**src/rtl/station_pkg.sv**
```systemverilog
package station_pkg;
  typedef enum logic [1:0] {
    OP_ADD = 2'd0,
    OP_SUB = 2'd1,
    OP_MUL = 2'd2,
    OP_MAX = 2'd3
  } op_e;

  typedef enum logic {
    REPL_FIFO = 1'b0,
    REPL_LRU  = 1'b1
  } repl_e;

  typedef enum logic {
    ST_IDLE = 1'b0,
    ST_WAIT = 1'b1
  } st_e;
endpackage

```
**src/rtl/station_alu.sv**
```systemverilog
module station_alu #(
  parameter int DW = 32
) (
  input  station_pkg::op_e op,
  input  logic [DW-1:0]    a,
  input  logic [DW-1:0]    b,
  output logic [DW-1:0]    y
);
  import station_pkg::*;

  always_comb begin
    unique case (op)
      OP_ADD:  y = a + b;
      OP_SUB:  y = a - b;
      OP_MUL:  y = a * b;
      default: y = ($signed(a) > $signed(b)) ? a : b;
    endcase
  end
endmodule

```
**src/rtl/station_cache.sv**
```systemverilog
module station_cache #(
  parameter int                  DW     = 32,
  parameter int                  DEPTH  = 4,
  parameter station_pkg::repl_e  POLICY = station_pkg::REPL_FIFO,
  localparam int                 KW     = 2 + 2 * DW
) (
  input  logic          clk,
  input  logic          rst_n,
  input  logic [KW-1:0] lk_key,
  input  logic          lk_en,
  output logic          lk_hit,
  output logic [DW-1:0] lk_data,
  input  logic          wr_en,
  input  logic [KW-1:0] wr_key,
  input  logic [DW-1:0] wr_data
);
  import station_pkg::*;

  localparam int AW = (DEPTH > 1) ? $clog2(DEPTH) : 1;
  localparam logic [AW-1:0] OLDEST = AW'(DEPTH - 1);

  logic          valid_q [DEPTH];
  logic [KW-1:0] key_q   [DEPTH];
  logic [DW-1:0] data_q  [DEPTH];
  logic [AW-1:0] age_q   [DEPTH];
  logic [AW-1:0] age_d   [DEPTH];

  logic [AW-1:0] hit_idx;
  logic [AW-1:0] victim_idx;
  logic [AW-1:0] touch_idx;
  logic          touch_en;
  logic          any_free;

  // lookup: at most one entry can hold a given key
  always_comb begin
    lk_hit  = 1'b0;
    hit_idx = '0;
    for (int i = 0; i < DEPTH; i++) begin
      if (valid_q[i] && key_q[i] == lk_key) begin
        lk_hit  = 1'b1;
        hit_idx = AW'(i);
      end
    end
    lk_data = data_q[hit_idx];
  end

  // victim: lowest empty entry, else the one holding the oldest rank
  always_comb begin
    any_free   = 1'b0;
    victim_idx = '0;
    for (int i = DEPTH - 1; i >= 0; i--) begin
      if (!any_free && age_q[i] == OLDEST) victim_idx = AW'(i);
    end
    for (int i = DEPTH - 1; i >= 0; i--) begin
      if (!valid_q[i]) begin
        any_free   = 1'b1;
        victim_idx = AW'(i);
      end
    end
  end

  // writes and lookups never share a cycle, so one touch port suffices
  always_comb begin
    touch_en  = wr_en || (POLICY == REPL_LRU && lk_en && lk_hit);
    touch_idx = wr_en ? victim_idx : hit_idx;
    for (int i = 0; i < DEPTH; i++) begin
      age_d[i] = age_q[i];
      if (touch_en) begin
        if (AW'(i) == touch_idx)             age_d[i] = '0;
        else if (age_q[i] < age_q[touch_idx]) age_d[i] = age_q[i] + 1'b1;
      end
    end
  end

  for (genvar g = 0; g < DEPTH; g++) begin : g_entry
    logic wr_here;
    assign wr_here = wr_en && victim_idx == AW'(g);

    always_ff @(posedge clk or negedge rst_n) begin
      if (!rst_n) begin
        valid_q[g] <= 1'b0;
        age_q[g]   <= AW'(g);
      end else begin
        if (wr_here)  valid_q[g] <= 1'b1;
        if (touch_en) age_q[g]   <= age_d[g];
      end
    end

    always_ff @(posedge clk) begin
      if (wr_here) begin
        key_q[g]  <= wr_key;
        data_q[g] <= wr_data;
      end
    end
  end
endmodule

```
**src/rtl/station_ctrl.sv**
```systemverilog
module station_ctrl #(
  parameter int LAT_ADD = 1,
  parameter int LAT_SUB = 1,
  parameter int LAT_MUL = 4,
  parameter int LAT_MAX = 2
) (
  input  logic             clk,
  input  logic             rst_n,
  input  logic             disp_valid,
  input  station_pkg::op_e disp_op,
  input  logic             lk_hit,
  output logic             ready,
  output logic             accept,
  output logic             miss_start,
  output logic             capture
);
  import station_pkg::*;

  localparam int LAT_TOP = (LAT_ADD > LAT_SUB ? LAT_ADD : LAT_SUB) >
                           (LAT_MUL > LAT_MAX ? LAT_MUL : LAT_MAX) ?
                           (LAT_ADD > LAT_SUB ? LAT_ADD : LAT_SUB) :
                           (LAT_MUL > LAT_MAX ? LAT_MUL : LAT_MAX);
  localparam int CW = $clog2(LAT_TOP + 1);

  st_e           st_q, st_d;
  logic [CW-1:0] cnt_q, cnt_d;
  logic [CW-1:0] lat_sel;

  always_comb begin
    unique case (disp_op)
      OP_ADD:  lat_sel = CW'(LAT_ADD);
      OP_SUB:  lat_sel = CW'(LAT_SUB);
      OP_MUL:  lat_sel = CW'(LAT_MUL);
      default: lat_sel = CW'(LAT_MAX);
    endcase
  end

  assign ready      = (st_q == ST_IDLE);
  assign accept     = ready && disp_valid;
  assign miss_start = accept && !lk_hit;

  always_comb begin
    st_d    = st_q;
    cnt_d   = cnt_q;
    capture = 1'b0;
    if (st_q == ST_IDLE) begin
      if (miss_start) begin
        st_d  = ST_WAIT;
        cnt_d = lat_sel - 1'b1;
      end
    end else if (cnt_q == '0) begin
      st_d    = ST_IDLE;
      capture = 1'b1;
    end else begin
      cnt_d = cnt_q - 1'b1;
    end
  end

  always_ff @(posedge clk or negedge rst_n) begin
    if (!rst_n) begin
      st_q  <= ST_IDLE;
      cnt_q <= '0;
    end else begin
      st_q  <= st_d;
      cnt_q <= cnt_d;
    end
  end
endmodule

```
**src/rtl/compute_station.sv**
```systemverilog
module compute_station #(
  parameter int                 DW      = 32,
  parameter int                 DEPTH   = 4,
  parameter station_pkg::repl_e POLICY  = station_pkg::REPL_FIFO,
  parameter int                 LAT_ADD = 1,
  parameter int                 LAT_SUB = 1,
  parameter int                 LAT_MUL = 4,
  parameter int                 LAT_MAX = 2
) (
  input  logic          clk,
  input  logic          rst_n,
  input  logic          disp_valid,
  output logic          disp_ready,
  input  logic [1:0]    disp_op,
  input  logic [DW-1:0] disp_a,
  input  logic [DW-1:0] disp_b,
  output logic          res_valid,
  output logic [DW-1:0] res_value,
  output logic          res_hit,
  output logic [31:0]   lookup_count,
  output logic [31:0]   hit_count
);
  import station_pkg::*;

  localparam int KW = 2 + 2 * DW;

  op_e           op_in, op_q;
  logic [DW-1:0] a_q, b_q, alu_y, lk_data;
  logic          lk_hit, accept, miss_start, capture;
  logic          hit_take;
  logic [31:0]   lookup_d, hit_d;

  assign op_in    = op_e'(disp_op);
  assign hit_take = accept && lk_hit;

  station_ctrl #(
    .LAT_ADD(LAT_ADD), .LAT_SUB(LAT_SUB), .LAT_MUL(LAT_MUL), .LAT_MAX(LAT_MAX)
  ) ctrl_i (
    .clk        (clk),
    .rst_n      (rst_n),
    .disp_valid (disp_valid),
    .disp_op    (op_in),
    .lk_hit     (lk_hit),
    .ready      (disp_ready),
    .accept     (accept),
    .miss_start (miss_start),
    .capture    (capture)
  );

  station_cache #(.DW(DW), .DEPTH(DEPTH), .POLICY(POLICY)) cache_i (
    .clk     (clk),
    .rst_n   (rst_n),
    .lk_key  ({disp_op, disp_a, disp_b}),
    .lk_en   (accept),
    .lk_hit  (lk_hit),
    .lk_data (lk_data),
    .wr_en   (capture),
    .wr_key  ({op_q, a_q, b_q}),
    .wr_data (alu_y)
  );

  station_alu #(.DW(DW)) alu_i (
    .op (op_q),
    .a  (a_q),
    .b  (b_q),
    .y  (alu_y)
  );

  // operation hold registers, loaded only when a miss starts
  always_ff @(posedge clk) begin
    if (miss_start) begin
      op_q <= op_in;
      a_q  <= disp_a;
      b_q  <= disp_b;
    end
  end

  always_comb begin
    lookup_d = lookup_count + (accept   ? 32'd1 : 32'd0);
    hit_d    = hit_count    + (hit_take ? 32'd1 : 32'd0);
  end

  always_ff @(posedge clk or negedge rst_n) begin
    if (!rst_n) begin
      res_valid    <= 1'b0;
      res_hit      <= 1'b0;
      lookup_count <= '0;
      hit_count    <= '0;
    end else begin
      res_valid <= hit_take || capture;
      if (hit_take || capture) res_hit <= hit_take;
      if (accept)   lookup_count <= lookup_d;
      if (hit_take) hit_count    <= hit_d;
    end
  end

  always_ff @(posedge clk) begin
    if (hit_take)     res_value <= lk_data;
    else if (capture) res_value <= alu_y;
  end
endmodule

```
**config.mk**
```make
export PLATFORM = sky130hd
export DESIGN_NAME = compute_station
export DESIGN_NICKNAME = d
export VERILOG_FILES = /design/src/rtl/station_pkg.sv /design/src/rtl/station_alu.sv /design/src/rtl/station_cache.sv /design/src/rtl/station_ctrl.sv /design/src/rtl/compute_station.sv
export SDC_FILE = /design/constraint.sdc
export NUM_CORES = 2
export LEC_CHECK = 0
export BUFFER_PORTS_ARGS = -buffer_cell sky130_fd_sc_hd__buf_2
export CAP_MARGIN = 20
export CORE_MARGIN = 5
export CORE_UTILIZATION = 55
export DETAILED_ROUTE_END_ITERATION = 16
export PLACE_DENSITY_LB_ADDON = 0.3
export SLEW_MARGIN = 30
export SYNTH_ARGS = -nofsm -noshare
export SYNTH_HDL_FRONTEND = slang
export SYNTH_SLANG_ARGS = --single-unit
```
**constraint.sdc**
```tcl
create_clock -name clk -period 14.5 [get_ports clk]
set_input_delay 0.725 -clock clk [delete_from_list [all_inputs] [get_ports clk]]
set_output_delay 0.725 -clock clk [all_outputs]
set_load 0.1 [all_outputs]
```
==> flow_metrics.py <==
metrics = {
    "outcome": {
        "outcome": "complete, no violations",
    },
    "placement": {
        "io_buffers": 167,
        "place_congestion": 0.9670,
        "hpwl_um": 100000,
    },
    "synth": {
        "ys_ff_latch": 572,
        "synth-simple-area-share_pct": 15.52,
        "seq_area_frac_synth_pct": 38.00,
        "synth_adder_area_share_pct": 24.24,
        "synth_cell_types": 103,
        "synthCells": 4069,
        "synth_most_common_cell": "edfxtp_1",
        "synth_top_area_cell": "edfxtp_1",
        "avgSynthCellArea_um2": 10.85,
        "muxShareOfSynthArea_pct": 1.883,
        "netlist_top_cells_count": "edfxtp_1 (490), inv_1 (489), fa_1 (410)",
        "synth_top_family_by_area": "adder cells",
        "yosysWarningCount": 0,
        "synthFlopType": "edfxtp_1",
        "ys_top_cells_by_area": "edfxtp_1 (33%), fa_1 (19%), ha_1 (5.6%), xnor2_1 (5.1%), dfrtp_1 (4.4%)",
        "synth_area_mm2": 0.04413,
        "synth_edf_count": 490,
        "synth_fp_nets": 4747,
        "yosys.area_share.xor_xnor_pct": 7.261,
        "synth-compound-area-share_pct": 7.312,
        "async_reset_ff_share_pct": 14.34,
        "synth_top_area_share_pct": 33.34,
    },
    "timing": {
        "fmax_mhz": 122.0,
        "fin_skew_ns": 0.03490,
        "hold_viol": 0,
        "worst_pin_slew_ns": 0.9875,
        "fin_crit_sh_pct": 56.55,
        "drv_slew": 0,
        "tns_ns": 0,
        "rsz0062_at_grt": "no",
        "setup_viol": 0,
        "min_period_ns": 8.200,
        "relSlewSlack_pct": 34.17,
    },
    "global_routing": {
        "grt_overflow": 0,
        "grt_pass1_wl_um": 209300,
        "track_usage_pct": 32.12,
        "antenna_found_initial": 7,
        "grt_max_degree": 90,
        "grt_pass1_vias": 32890,
    },
    "clock_tree": {
        "insertion_delay_ns": 0.61,
        "tritoncts": "yes",
        "cts.sinks": 572,
        "cts-resized-gates": 0,
        "root_buffer": "clkbuf_16",
        "numCtsBuffers": 55,
        "path_clk_slew_ns": 0.06,
        "cts_buffer_depth": 3,
        "hold_buffers": 0,
        "post-cts-setup-buffers": 0,
        "cts_max_level": 2,
    },
    "critical_path": {
        "path_class": "reg2reg",
        "cp_cell_sequence": "buf_4, ha_1, inv_1, fa_1, inv_1, fa_1, fa_1, inv_1, fa_1, inv_1, fa_1, fa_1, fa_1, fa_1, ha_1, a21oi_1, a21boi_0, o21ai_0, o221ai_1, o41ai_1, o21ai_0, xnor2_1, a221o_1, o21a_1",
        "regToRegSetupSlack_ns": 6.30,
        "slowest_delay_ns": 0.57,
        "worst_path_max_delay_cell": "fa_1",
        "start_kind": "register",
        "cp.required_ns": 14.85,
        "cp_top_family": "adder cells",
        "worstPathArrival_ns": 8.55,
        "endpoint_kind": "register",
        "path_max_fanout": 27,
        "r2r_cells": 24,
        "r2r-start": "a_q[9]",
        "cpMostUsedCell": "fa_1",
        "r2r_end": "res_value[31]",
        "path_buf_inv": 5,
    },
    "route": {
        "dr.pass1.iters": 8,
        "drt-vias-per-instance": 6.110,
        "drcViolationCount": 0,
        "drt-total-wl_um": 139500,
        "wire_per_inst_um": 26.29,
        "postRouteAntennaNets": 0,
        "first_iter_violations": 3776,
        "num_vias": 32410,
    },
    "run": {
        "drv_cap": 0,
    },
    "cells_and_area": {
        "seqCellArea_mm2": 0.01677,
        "drive_above_1_share_pct": 9.243,
        "multi_input_area_mm2": 0.02487,
        "nFillCells": 6437,
        "synthToLayoutAreaGrowth_pct": 9.107,
        "final_nets": 4884,
    },
    "floorplan": {
        "placeableCoreArea_mm2": 0.07926,
        "die_h_um": 293.3,
        "die_w_um": 293.3,
        "rows": 103,
        "num_io_pins": 168,
        "start_util_pct": 55.68,
        "dieArea_mm2": 0.08600,
    },
    "hold_path": {
        "worstHoldPathType": "in2async",
    },
}
-- sequential cells by signal, summed over array words and instances, names as in the netlist, 4 cells and up --
signal and count:
cache_i.data_q 128, lookup_count 32, cache_i.age_q 8, res_value 32
b_q 32, cache_i.key_q 264, a_q 32, cache_i.valid_q 4
hit_count 32
-- worst max-delay path by stage --
stage / from / to / slack, ns / depth (start not counted)
after floorplan: b_q[2] / res_value[31] / 6.96 / 26
after global placement: b_q[5] / res_value[31] / 6.52 / 25
after detailed placement: b_q[5] / res_value[31] / 6.39 / 25
after CTS: b_q[5] / res_value[31] / 6.36 / 25
after global routing: b_q[6] / res_value[31] / 5.93 / 25
final: a_q[9] / res_value[31] / 6.30 / 24
-- cell usage in the layout (no fill, tap or decap), drive strengths merged, types with 127 or more instances in the layout --
cell type  instances
and2             284
buf              251
edfxtp           490
fa               410
ha               199
inv              495
nand2            387
nand2b           127
nor2             151
xnor2            256
-- logic make-up after synthesis --
family,count (synthesis)
and+or+nand+nor,1302
buffers and inverters,666
adders and majority gates,609
DFF,572
AOI/OAI and AO/OA,475
xor gates and xnor gates,365
muxes,80
-- through the flow --
stage | setup WS, ns | utilization, % | instances | area, um2 | hold WS [ns]
final | 6.300 | 60.75 | 5305 | 48150 | 0.03327
after global routing | 5.925 | 60.74 | 5302 | 48140 | 0.03523
after CTS | 6.364 | 60.67 | 5300 | 48080 | 0.02321
after detailed placement | 6.392 | 58.40 | 5197 | 46280 | 0.4387
after global placement | 6.524 | 58.35 | 5196 | 46250 | 0.4347
after floorplan | 6.956 | - | 4069 | 44130 | 0.4294
-- per-layer routing --
metal / vias up / wire length (um) / track usage (%)
met4: 6 / 7317 / 13.88
met3: 393 / 15850 / 6.410
met1: 16130 / 53790 / 44.26
met5: - / 38 / 0.1663
met2: 1966 / 62470 / 50.16
li1: 13920 / - / -
-- area by class of cell --
cell class | instances | share of cell area, %
multi-input combinational | 2831 | 51.65
timing repair buffer | 251 | 3.168
clock buffer | 72 | 3.194
inverter | 495 | 3.869
clock inverter | 31 | 0.5483
sequential | 572 | 34.83
antenna | 3 | 0.01559
tap | 1050 | 2.728
Power is not shown: default switching activity piles up to over one toggle a cycle in this logic, so the estimate is an artifact.
